<file path="src/rtl/nlpf_pkg.sv">
package nlpf_pkg;

  typedef enum logic {
    NLPF_IDLE  = 1'b0,
    NLPF_BURST = 1'b1
  } nlpf_state_e;

endpackage

</file>
<file path="src/rtl/nlpf_next_addr.sv">
// Computes the line that follows a base address and decides whether that
// line leaves the reference page (only when page-stop is enabled).
module nlpf_next_addr #(
  parameter int AW  = 32,
  parameter int LGW = 5
) (
  input  logic [AW-1:0]  base_addr,
  input  logic [LGW-1:0] line_lg2,
  input  logic [LGW-1:0] page_lg2,
  input  logic [AW-1:0]  ref_page,
  input  logic           page_stop,
  output logic [AW-1:0]  next_addr,
  output logic           leaves_page
);

  logic [AW-1:0] line_bytes;
  logic [AW-1:0] page_hi_mask;

  always_comb begin
    line_bytes   = AW'(1) << line_lg2;
    page_hi_mask = ~((AW'(1) << page_lg2) - AW'(1));
    next_addr    = base_addr + line_bytes;
    leaves_page  = page_stop && ((next_addr & page_hi_mask) != ref_page);
  end

endmodule

</file>
<file path="src/rtl/nlpf_drop_ctr.sv">
// Saturating accumulator for candidates suppressed at page stops.
module nlpf_drop_ctr #(
  parameter int CNT_W = 32,
  parameter int DEG_W = 4
) (
  input  logic             clk,
  input  logic             rst,
  input  logic             add_en,
  input  logic [DEG_W-1:0] add_val,
  output logic [CNT_W-1:0] count
);

  localparam int SUM_W = CNT_W + 1;

  logic [SUM_W-1:0] sum;

  always_comb begin
    sum = {1'b0, count} + SUM_W'(add_val);
  end

  always_ff @(posedge clk) begin
    if (rst) begin
      count <= '0;
    end else if (add_en) begin
      if (sum[CNT_W]) begin
        count <= '1;
      end else begin
        count <= sum[CNT_W-1:0];
      end
    end
  end

endmodule

</file>
<file path="src/rtl/nlpf_seq.sv">
// Run sequencer: captures trigger and configuration, steps through the
// candidate lines, and reports how many candidates a page stop discards.
module nlpf_seq #(
  parameter int AW    = 32,
  parameter int LGW   = 5,
  parameter int DEG_W = 4,
  parameter int LAT_W = 8
) (
  input  logic             clk,
  input  logic             rst,
  input  logic [DEG_W-1:0] cfg_degree,
  input  logic [LGW-1:0]   cfg_line_lg2,
  input  logic [LGW-1:0]   cfg_page_lg2,
  input  logic             cfg_page_stop,
  input  logic [LAT_W-1:0] cfg_latency,
  input  logic             trig_valid,
  input  logic [AW-1:0]    trig_addr,
  input  logic             pf_ready,
  output logic             busy,
  output logic [AW-1:0]    cand_addr,
  output logic [LAT_W-1:0] cand_delay,
  output logic             drop_en,
  output logic [DEG_W-1:0] drop_val
);

  import nlpf_pkg::*;

  nlpf_state_e      state_q;
  logic [AW-1:0]    cur_q;
  logic [DEG_W-1:0] idx_q;
  logic [DEG_W-1:0] deg_q;
  logic [LGW-1:0]   line_lg2_q;
  logic [LGW-1:0]   page_lg2_q;
  logic             stop_q;
  logic [LAT_W-1:0] lat_q;
  logic [AW-1:0]    page_q;

  logic [AW-1:0]    trig_aligned;
  logic [AW-1:0]    trig_page;
  logic             accept;
  logic             advance;
  logic             last_cand;

  logic [AW-1:0]    step_base;
  logic [LGW-1:0]   step_line;
  logic [LGW-1:0]   step_page_lg2;
  logic [AW-1:0]    step_ref_page;
  logic             step_stop;
  logic [AW-1:0]    step_next;
  logic             step_leaves;

  always_comb begin
    trig_aligned = trig_addr & ~((AW'(1) << cfg_line_lg2) - AW'(1));
    trig_page    = trig_aligned & ~((AW'(1) << cfg_page_lg2) - AW'(1));
    accept       = trig_valid && (state_q == NLPF_IDLE);
    advance      = (state_q == NLPF_BURST) && pf_ready;
    last_cand    = (idx_q == deg_q);
  end

  // One stepping unit, shared between run start and run progress.
  always_comb begin
    if (state_q == NLPF_BURST) begin
      step_base     = cur_q;
      step_line     = line_lg2_q;
      step_page_lg2 = page_lg2_q;
      step_ref_page = page_q;
      step_stop     = stop_q;
    end else begin
      step_base     = trig_aligned;
      step_line     = cfg_line_lg2;
      step_page_lg2 = cfg_page_lg2;
      step_ref_page = trig_page;
      step_stop     = cfg_page_stop;
    end
  end

  nlpf_next_addr #(
    .AW  (AW),
    .LGW (LGW)
  ) u_step (
    .base_addr   (step_base),
    .line_lg2    (step_line),
    .page_lg2    (step_page_lg2),
    .ref_page    (step_ref_page),
    .page_stop   (step_stop),
    .next_addr   (step_next),
    .leaves_page (step_leaves)
  );

  always_ff @(posedge clk) begin
    if (rst) begin
      state_q    <= NLPF_IDLE;
      cur_q      <= '0;
      idx_q      <= '0;
      deg_q      <= '0;
      line_lg2_q <= '0;
      page_lg2_q <= '0;
      stop_q     <= 1'b0;
      lat_q      <= '0;
      page_q     <= '0;
    end else if (accept) begin
      deg_q      <= cfg_degree;
      line_lg2_q <= cfg_line_lg2;
      page_lg2_q <= cfg_page_lg2;
      stop_q     <= cfg_page_stop;
      lat_q      <= cfg_latency;
      page_q     <= trig_page;
      cur_q      <= step_next;
      idx_q      <= DEG_W'(1);
      if ((cfg_degree != '0) && !step_leaves) begin
        state_q <= NLPF_BURST;
      end
    end else if (advance) begin
      if (last_cand || step_leaves) begin
        state_q <= NLPF_IDLE;
      end else begin
        cur_q <= step_next;
        idx_q <= idx_q + DEG_W'(1);
      end
    end
  end

  // Candidate count discarded by a page stop: at run start every candidate
  // goes; mid-run the ones from index idx+1 to the end go.
  always_comb begin
    drop_en  = 1'b0;
    drop_val = '0;
    if (accept && (cfg_degree != '0) && step_leaves) begin
      drop_en  = 1'b1;
      drop_val = cfg_degree;
    end else if (advance && !last_cand && step_leaves) begin
      drop_en  = 1'b1;
      drop_val = deg_q - idx_q;
    end
  end

  always_comb begin
    busy       = (state_q == NLPF_BURST);
    cand_addr  = cur_q;
    cand_delay = lat_q;
  end

endmodule

</file>
<file path="src/rtl/nlpf_gen.sv">
module nlpf_gen #(
  parameter int AW    = 32,
  parameter int LGW   = 5,
  parameter int DEG_W = 4,
  parameter int LAT_W = 8,
  parameter int CNT_W = 32
) (
  input  logic             clk,
  input  logic             rst,
  input  logic [DEG_W-1:0] cfg_degree,
  input  logic [LGW-1:0]   cfg_line_lg2,
  input  logic [LGW-1:0]   cfg_page_lg2,
  input  logic             cfg_page_stop,
  input  logic [LAT_W-1:0] cfg_latency,
  input  logic             trig_valid,
  output logic             trig_ready,
  input  logic [AW-1:0]    trig_addr,
  output logic             pf_valid,
  input  logic             pf_ready,
  output logic [AW-1:0]    pf_addr,
  output logic [LAT_W-1:0] pf_delay,
  output logic [CNT_W-1:0] drop_count
);

  logic             busy;
  logic             drop_en;
  logic [DEG_W-1:0] drop_val;

  nlpf_seq #(
    .AW    (AW),
    .LGW   (LGW),
    .DEG_W (DEG_W),
    .LAT_W (LAT_W)
  ) u_seq (
    .clk           (clk),
    .rst           (rst),
    .cfg_degree    (cfg_degree),
    .cfg_line_lg2  (cfg_line_lg2),
    .cfg_page_lg2  (cfg_page_lg2),
    .cfg_page_stop (cfg_page_stop),
    .cfg_latency   (cfg_latency),
    .trig_valid    (trig_valid),
    .trig_addr     (trig_addr),
    .pf_ready      (pf_ready),
    .busy          (busy),
    .cand_addr     (pf_addr),
    .cand_delay    (pf_delay),
    .drop_en       (drop_en),
    .drop_val      (drop_val)
  );

  nlpf_drop_ctr #(
    .CNT_W (CNT_W),
    .DEG_W (DEG_W)
  ) u_drop (
    .clk     (clk),
    .rst     (rst),
    .add_en  (drop_en),
    .add_val (drop_val),
    .count   (drop_count)
  );

  assign pf_valid   = busy;
  assign trig_ready = ~busy;

endmodule

</file>
<file path="config.mk">
export PLATFORM = sky130hd
export DESIGN_NAME = nlpf_gen
export DESIGN_NICKNAME = d
export VERILOG_FILES = /design/src/rtl/nlpf_pkg.sv /design/src/rtl/nlpf_next_addr.sv /design/src/rtl/nlpf_drop_ctr.sv /design/src/rtl/nlpf_seq.sv /design/src/rtl/nlpf_gen.sv
export SDC_FILE = /design/constraint.sdc
export NUM_CORES = 1
export LEC_CHECK = 0
export CAP_MARGIN = 20
export CORE_MARGIN = 1
export CORE_UTILIZATION = 45
export DETAILED_ROUTE_END_ITERATION = 16
export DONT_BUFFER_PORTS = 1
export SETUP_SLACK_MARGIN = 0.1
export SYNTH_ARGS = -nofsm -noshare
export SYNTH_HDL_FRONTEND = slang
export SYNTH_SLANG_ARGS = --single-unit
export TNS_END_PERCENT = 50
</file>
<file path="constraint.sdc">
create_clock -name clk -period 11.6 [get_ports clk]
set_input_delay 1.74 -clock clk [delete_from_list [all_inputs] [get_ports clk]]
set_output_delay 1.74 -clock clk [all_outputs]
set_load 0.02 [all_outputs]
</file>
==> impl_metrics.xml, run 1 <==
<?xml version="1.0" encoding="UTF-8"?>
<metrics>
  <group name="floorplanning">
    <metric name="design.portCount" unit="">133</metric>
    <metric name="rows" unit="">58</metric>
    <metric name="fp.dieArea" unit="mm²">0.0261</metric>
    <metric name="die_width" unit="µm">162</metric>
    <metric name="fp.dieH" unit="µm">162</metric>
    <metric name="initial_core_util" unit="%">45.7</metric>
    <metric name="core-area" unit="mm²">0.0251</metric>
  </group>
  <group name="global_route">
    <metric name="grt_max_degree" unit="">119</metric>
    <metric name="antenna_found_initial" unit="">1</metric>
    <metric name="overflow" unit="">0</metric>
    <metric name="grt_first_pass_wirelength" unit="µm">72400</metric>
    <metric name="number_of_global_route_vias_before_repair" unit="">11600</metric>
    <metric name="grt_util_all_layers" unit="%">36.8</metric>
  </group>
  <group name="power_and_ir_drop">
    <metric name="power.static_leakage" unit="nW">4.61</metric>
    <metric name="total_power" unit="mW">1.45</metric>
    <metric name="vdd_ir_drop_max" unit="mV">0.0887</metric>
    <metric name="power.density_cell_area" unit="mW/mm²">119</metric>
  </group>
  <group name="worst_setup_path">
    <metric name="critical-path-top-cell-by-count" unit="">sky130_fd_sc_hd__a21oi_1</metric>
    <metric name="kind_of_launch_point_of_the_worst_setup_path" unit="">input pin</metric>
    <metric name="classification_of_the_worst_setup_path" unit="">in2reg</metric>
    <metric name="timing.reg2reg.worst_path_depth" unit="">29</metric>
    <metric name="worst_setup_path_end_kind" unit="">flop</metric>
    <metric name="worstPathMaxFanout" unit="">23</metric>
    <metric name="crit_slowest_cell" unit="">sky130_fd_sc_hd__o311ai_0</metric>
    <metric name="cp_data_required_time" unit="ns">11.94</metric>
    <metric name="critical_path_arrival" unit="ns">10.82</metric>
    <metric name="cp_slowest_stage_delay" unit="ns">0.92</metric>
  </group>
  <group name="synth">
    <metric name="synthAdderAreaFrac" unit="%">5.10</metric>
    <metric name="async_reset_ff_share" unit="%">0</metric>
    <metric name="postSynthRegisterBits" unit="">124</metric>
    <metric name="synthCells" unit="">1645</metric>
    <metric name="netlist_top_cells_area" unit="">sky130_fd_sc_hd__dfxtp_1, sky130_fd_sc_hd__nand2_1, sky130_fd_sc_hd__a21oi_1, sky130_fd_sc_hd__o21ai_0, sky130_fd_sc_hd__ha_1</metric>
    <metric name="synthesis.area_per_instance" unit="µm²">6.97</metric>
    <metric name="synth_top_family_by_area" unit="">compound AO/OA/AOI/OAI gates</metric>
    <metric name="yosys.area.top_type" unit="">sky130_fd_sc_hd__dfxtp_1</metric>
    <metric name="synth_top_flop_cell" unit="">sky130_fd_sc_hd__dfxtp_1</metric>
    <metric name="netlist.area_leader.share" unit="%">21.6</metric>
    <metric name="synth_area" unit="mm²">0.0115</metric>
    <metric name="synth_enable_flop_cells" unit="">0</metric>
    <metric name="synth-xor-area-share" unit="%">3.82</metric>
    <metric name="synth_compound_gate_area_share" unit="%">32.9</metric>
    <metric name="synth_simple_gate_area_share" unit="%">29.0</metric>
    <metric name="synth_sequential_area_ratio" unit="%">21.6</metric>
    <metric name="yosys_warnings" unit="">0</metric>
    <metric name="synth_common_cells" unit="">sky130_fd_sc_hd__nand2_1, sky130_fd_sc_hd__a21oi_1, sky130_fd_sc_hd__nor2_1</metric>
    <metric name="synth_fp_nets" unit="">1749</metric>
    <metric name="ys_types" unit="">91</metric>
    <metric name="post-synth-top-count-cell" unit="">sky130_fd_sc_hd__nand2_1</metric>
    <metric name="synth.area.mux_share" unit="%">2.24</metric>
  </group>
  <group name="timing">
    <metric name="maxSlewHeadroom" unit="%">18.2</metric>
    <metric name="fmax" unit="MHz">95.4</metric>
    <metric name="layout_worst_path_cycle_share" unit="%">90.3</metric>
    <metric name="unrepaired_setup_endpoints_after_global_routing" unit="">no</metric>
    <metric name="period_needed" unit="ns">10.48</metric>
    <metric name="slew_violations" unit="">0</metric>
    <metric name="layout_setup_ws" unit="ns">1.12</metric>
    <metric name="worst_pin_slew" unit="ns">1.22</metric>
    <metric name="hold_viol_final" unit="">0</metric>
    <metric name="skew" unit="ns">0.0159</metric>
    <metric name="timing.final.setup_violations" unit="">0</metric>
    <metric name="final.setup.tns" unit="ns">0</metric>
    <metric name="final.hold.worst_slack" unit="ns">0.455</metric>
  </group>
  <group name="route">
    <metric name="totalWireLength" unit="µm">48400</metric>
    <metric name="num_vias" unit="">12600</metric>
    <metric name="drt_pass_1_iters" unit="">5</metric>
    <metric name="detail_route.drc_violations" unit="">0</metric>
    <metric name="drt.antenna.violating_nets" unit="">0</metric>
    <metric name="drt-vias-per-instance" unit="">6.64</metric>
    <metric name="drt_first_iter_violations" unit="">1424</metric>
    <metric name="detailed_route_wire_length_per_cell" unit="µm">25.4</metric>
  </group>
  <group name="layout">
    <metric name="nNetsFinal" unit="">1666</metric>
    <metric name="num_antenna_cells" unit="">0</metric>
    <metric name="final_core_utilization" unit="%">48.5</metric>
    <metric name="stdcell_count" unit="">1905</metric>
    <metric name="final_layout_size_suffix_gt1_share" unit="%">6.54</metric>
    <metric name="design_area" unit="mm²">0.0122</metric>
    <metric name="synth_to_final_area_change" unit="%">6.03</metric>
  </group>
  <group name="clock_tree">
    <metric name="clk_pin_slew_worst_paths" unit="ns">0.07</metric>
    <metric name="cts_repair_resize_count" unit="">0</metric>
    <metric name="clock_tree_from_tritoncts" unit="">built</metric>
    <metric name="h-tree-depth" unit="">4</metric>
    <metric name="cts.path.max_buffers" unit="">2</metric>
    <metric name="clkLatencyLatePin" unit="ns">0.44</metric>
    <metric name="cts_setup_buffers" unit="">0</metric>
    <metric name="cts_hold_buffers" unit="">0</metric>
    <metric name="cts_inserted_buffers" unit="">17</metric>
    <metric name="clock_sinks" unit="">124</metric>
    <metric name="clk_root_buffer_cell" unit="">sky130_fd_sc_hd__clkbuf_16</metric>
  </group>
  <group name="place">
    <metric name="dp_slack" unit="ns">0.875</metric>
    <metric name="detailedPlacementHpwl" unit="µm">36700</metric>
    <metric name="gp_routability_congestion" unit="">1.00</metric>
    <metric name="placed_area" unit="mm²">0.0116</metric>
    <metric name="io_buffers" unit="">0</metric>
    <metric name="post-place-cells" unit="">1873</metric>
  </group>
  <group name="min_path">
    <metric name="worst_hold_path_type" unit="">reg2reg</metric>
    <metric name="holdPathStages" unit="">2</metric>
  </group>
  <group name="job">
    <metric name="max-cap-violations" unit="">0</metric>
  </group>
  <group name="run_status">
    <metric name="run_status" unit="">finished clean</metric>
  </group>
</metrics>
-- worst max-delay path: cells and delay by family --
family	cells	cell delay, ns
buffers and inverters	2	0.56
AND/OR/NAND/NOR	9	2.90
adder cells (fa/ha/maj)	3	1.06
XOR/XNOR	1	0.13
AO/OA/AOI/OAI	16	4.39
-- layout make-up --
type	count	area [µm²]
fill	2653	12900
multi-input combinational	1366	8400
sequential	124	2490
clock buffer	17	425
tap	330	413
clock inverter	15	173
timing repair buffer	18	135
inverter	35	131
-- kinds of logic (layout without fill, tap and decap cells) --
| family | after synthesis | after routing |
|---|---|---|
| fa+ha+maj | 45 | 45 |
| compound gates | 571 | 571 |
| buf+inv | 155 | 85 |
| simple gates | 676 | 676 |
| mux | 24 | 24 |
| flops | 124 | 124 |
| xor+xnor | 50 | 50 |
-- placed cells by master, fill, tap and decap left out, drive strengths merged, types with 10 or more instances in the layout --
| cell type | netlist | final |
|---|---|---|
| a311oi | 15 | 15 |
| xnor2 | 26 | 26 |
| a31oi | 19 | 19 |
| nor2 | 140 | 140 |
| and3 | 28 | 28 |
| clkbuf | 89 | 17 |
| nand2b | 24 | 24 |
| or3 | 14 | 14 |
| dfxtp | 124 | 124 |
| nand2 | 236 | 236 |
| a21o | 20 | 20 |
| xor2 | 24 | 24 |
| a21boi | 10 | 10 |
| nand4 | 14 | 14 |
| inv | 34 | 43 |
| or2 | 17 | 17 |
| a22oi | 15 | 15 |
| nand3b | 13 | 13 |
| o21ai | 117 | 117 |
| o31ai | 24 | 24 |
| a21oi | 166 | 166 |
| nor4 | 15 | 15 |
| mux2i | 11 | 11 |
| a211oi | 26 | 26 |
| o2111ai | 17 | 17 |
| nand3 | 45 | 45 |
| and2 | 28 | 28 |
| o211ai | 35 | 35 |
| nor2b | 20 | 20 |
| buf | 31 | 18 |
| nor3 | 40 | 40 |
| mux2 | 13 | 13 |
| ha | 42 | 42 |
-- power breakdown --
group / total (mW) / switching [mW] / internal, mW
Clock: 0.572 / 0.264 / 0.308
Sequential: 0.475 / 0.0319 / 0.443
Combinational: 0.405 / 0.276 / 0.130
-- worst paths after layout --
kind                              from                       endpoint  slack [ns]
min          u_seq.stop_q$_SDFFE_PP0P_      u_seq.stop_q$_SDFFE_PP0P_        0.45
min reg2reg  u_seq.stop_q$_SDFFE_PP0P_      u_seq.stop_q$_SDFFE_PP0P_        0.45
max                    cfg_line_lg2[1]  u_drop.count[19]$_SDFFE_PP0P_        1.12
max reg2reg    u_seq.busy$_SDFFE_PP0P_  u_drop.count[19]$_SDFFE_PP0P_        2.40
-- per-layer routing --
metal	vias to the layer above	global-route usage, %	wire length [µm]
met4	2	16.5	2220
met5	-	0	13
li1	5928	-	-
met3	99	6.66	3690
met1	6058	48.7	20900
met2	560	58.1	21600
-- registers in the layout, indices dropped and copies added, names as in the netlist --
name / flops
u_seq.page_q: 32
u_seq.line_lg2_q: 5
u_drop.count: 32
u_seq.idx_q: 4
u_seq.cand_delay: 8
u_seq.page_lg2_q: 5
u_seq.busy: 1
u_seq.stop_q: 1
u_seq.cand_addr: 32
u_seq.deg_q: 4
No activity file was read; power rests on OpenSTA's default activity.
==> inputs of run 2 (changes only) <==
--- a/config.mk
+++ b/config.mk
@@ -10,6 +10,7 @@
 export CORE_UTILIZATION = 45
 export DETAILED_ROUTE_END_ITERATION = 16
 export DONT_BUFFER_PORTS = 1
+export PLACE_DENSITY = 0.58
 export SETUP_SLACK_MARGIN = 0.1
 export SYNTH_ARGS = -nofsm -noshare
 export SYNTH_HDL_FRONTEND = slang
==> run 2 against run 1 <==
Critical path type unchanged. Sequential share of layout area is essentially flat. Global-route usage shrank 0.37 points. Final area grew 0.23%. Largest power group unchanged. Register-to-register slack lost 0.61 ns. Highest routed layer is now met4. Combinational power shrank 2%.
==> impl_metrics.xml, run 2 (same netlist as run 1, synthesis figures left out) <==
<?xml version="1.0" encoding="UTF-8"?>
<metrics>
  <group name="job">
    <metric name="max-cap-violations" unit="">0</metric>
  </group>
  <group name="worst_setup_path">
    <metric name="critical_path_arrival" unit="ns">11.03</metric>
    <metric name="kind_of_launch_point_of_the_worst_setup_path" unit="">input pin</metric>
    <metric name="worst_setup_path_end_kind" unit="">flop</metric>
    <metric name="rr_startpoint" unit="">u_seq.busy$_SDFFE_PP0P_</metric>
    <metric name="timing.critical_path.from" unit="">cfg_line_lg2[1]</metric>
    <metric name="crit_slowest_cell" unit="">sky130_fd_sc_hd__a21oi_4</metric>
    <metric name="classification_of_the_worst_setup_path" unit="">in2reg</metric>
    <metric name="worstPathMaxFanout" unit="">46</metric>
    <metric name="cp_slowest_stage_delay" unit="ns">0.85</metric>
    <metric name="cp_data_required_time" unit="ns">11.94</metric>
  </group>
  <group name="clock_tree">
    <metric name="clk_root_buffer_cell" unit="">sky130_fd_sc_hd__clkbuf_16</metric>
    <metric name="clock_sinks" unit="">124</metric>
    <metric name="clk_pin_slew_worst_paths" unit="ns">0.06</metric>
    <metric name="cts_setup_buffers" unit="">0</metric>
    <metric name="cts.path.max_buffers" unit="">2</metric>
    <metric name="clock_tree_from_tritoncts" unit="">built</metric>
    <metric name="cts_inserted_buffers" unit="">17</metric>
    <metric name="cts_hold_buffers" unit="">0</metric>
    <metric name="h-tree-depth" unit="">4</metric>
    <metric name="clkLatencyLatePin" unit="ns">0.44</metric>
    <metric name="cts_repair_resize_count" unit="">0</metric>
  </group>
  <group name="route">
    <metric name="drt_pass_1_iters" unit="">6</metric>
    <metric name="drt-vias-per-instance" unit="">6.72</metric>
    <metric name="totalWireLength" unit="µm">48100</metric>
    <metric name="detail_route.drc_violations" unit="">0</metric>
    <metric name="drt_first_iter_violations" unit="">1506</metric>
    <metric name="detailed_route_wire_length_per_cell" unit="µm">25.2</metric>
    <metric name="drt.antenna.violating_nets" unit="">0</metric>
    <metric name="num_vias" unit="">12800</metric>
  </group>
  <group name="timing">
    <metric name="period_needed" unit="ns">10.68</metric>
    <metric name="unrepaired_setup_endpoints_after_global_routing" unit="">no</metric>
    <metric name="layout_setup_ws" unit="ns">0.918</metric>
    <metric name="slew_violations" unit="">0</metric>
    <metric name="layout_worst_path_cycle_share" unit="%">92.1</metric>
    <metric name="skew" unit="ns">0.0162</metric>
    <metric name="final.setup.tns" unit="ns">0</metric>
    <metric name="timing.final.setup_violations" unit="">0</metric>
    <metric name="worst_pin_slew" unit="ns">1.09</metric>
    <metric name="fmax" unit="MHz">93.6</metric>
    <metric name="hold_viol_final" unit="">0</metric>
    <metric name="maxSlewHeadroom" unit="%">26.8</metric>
  </group>
  <group name="floorplanning">
    <metric name="die_width" unit="µm">162</metric>
    <metric name="initial_core_util" unit="%">45.7</metric>
    <metric name="core-area" unit="mm²">0.0251</metric>
    <metric name="rows" unit="">58</metric>
    <metric name="design.portCount" unit="">133</metric>
    <metric name="fp.dieArea" unit="mm²">0.0261</metric>
    <metric name="fp.dieH" unit="µm">162</metric>
  </group>
  <group name="global_route">
    <metric name="number_of_global_route_vias_before_repair" unit="">11500</metric>
    <metric name="grt_first_pass_wirelength" unit="µm">71900</metric>
    <metric name="overflow" unit="">0</metric>
    <metric name="grt_max_degree" unit="">119</metric>
    <metric name="grt_util_all_layers" unit="%">36.4</metric>
    <metric name="antenna_found_initial" unit="">0</metric>
  </group>
  <group name="power_and_ir_drop">
    <metric name="vdd_ir_drop_max" unit="mV">0.0843</metric>
    <metric name="power.density_cell_area" unit="mW/mm²">119</metric>
    <metric name="power.static_leakage" unit="nW">4.63</metric>
  </group>
  <group name="layout">
    <metric name="filler_cell_count" unit="">2601</metric>
    <metric name="num_antenna_cells" unit="">0</metric>
    <metric name="most_frequent_cells_in_the_layout" unit="">sky130_fd_sc_hd__nand2_1, sky130_fd_sc_hd__a21oi_1, sky130_fd_sc_hd__nor2_1</metric>
    <metric name="final_layout_size_suffix_gt1_share" unit="%">6.66</metric>
    <metric name="synth_to_final_area_change" unit="%">6.27</metric>
    <metric name="mostFrequentLayoutCell" unit="">sky130_fd_sc_hd__nand2_1</metric>
    <metric name="nNetsFinal" unit="">1667</metric>
    <metric name="multiInputGateArea" unit="mm²">0.00840</metric>
    <metric name="sequential_cell_area" unit="mm²">0.00249</metric>
  </group>
  <group name="place">
    <metric name="dp_slack" unit="ns">0.622</metric>
    <metric name="io_buffers" unit="">0</metric>
    <metric name="detailedPlacementHpwl" unit="µm">36400</metric>
    <metric name="gp_routability_congestion" unit="">0.996</metric>
  </group>
  <group name="min_path">
    <metric name="timing.hold.worst.start" unit="">u_seq.deg_q[0]$_SDFFE_PP0P_</metric>
    <metric name="worst_hold_path_type" unit="">reg2reg</metric>
  </group>
  <group name="run_status">
    <metric name="run_status" unit="">finished clean</metric>
  </group>
</metrics>
==> run 2: worst paths after layout <==
check	slack (ns)	end	cells past startpoint
worst max-delay path	0.92	u_drop.count[19]$_SDFFE_PP0P_	32
worst max register to register	1.79	u_drop.count[19]$_SDFFE_PP0P_	32
worst min-delay path	0.45	u_seq.deg_q[0]$_SDFFE_PP0P_	2
worst min register to register	0.45	u_seq.deg_q[0]$_SDFFE_PP0P_	2
==> run 2: area by class of cell <==
type                            count  share of cell area (%)
Multi-Input combinational cell   1366                    68.9
Sequential cell                   124                    20.4
Tap cell                          330                    3.39
Timing Repair Buffer               19                    1.33
Clock buffer                       18                    3.60
Inverter                           35                    1.08
Clock inverter                     14                    1.29
==> run 2: critical path: cells and delay by family <==
family                     cells  cell delay, ns
buffers and inverters          3            0.38
and+or+nand+nor               12            3.02
xor gates and xnor gates       2            0.61
AOI/OAI and AO/OA             11            3.71
adders and majority gates      4            1.54
==> run 2: per-layer routing <==
| layer | GRT usage (%) | routed length (µm) | vias to the layer above |
|---|---|---|---|
| met5 | 0 | 0 | - |
| li1 | - | - | 5926 |
| met3 | 5.85 | 3870 | 141 |
| met2 | 55.8 | 20900 | 698 |
| met4 | 21.3 | 2980 | 0 |
| met1 | 48.3 | 20300 | 6043 |
==> run 2: through the flow <==
step	utilization [%]	hold slack [ns]	power (mW)	cell area, µm²	cells
3_5_place_dp	46.1	0.441	0.874	11600	1873
3_3_place_gp	46.1	0.434	0.880	11600	1873
4_1_cts	48.5	0.449	1.45	12200	1905
6_report	48.6	0.453	1.45	12200	1906
2_1_floorplan	-	0.432	0.764	11500	1645
5_1_grt	48.6	0.475	1.50	12200	1906
==> run 2: report_power, final <==
group          internal (mW)  switching [mW]  total, mW
logic                  0.130           0.267      0.397
clock network          0.328           0.248      0.576
registers              0.443          0.0382      0.482
total                  0.901           0.554       1.45
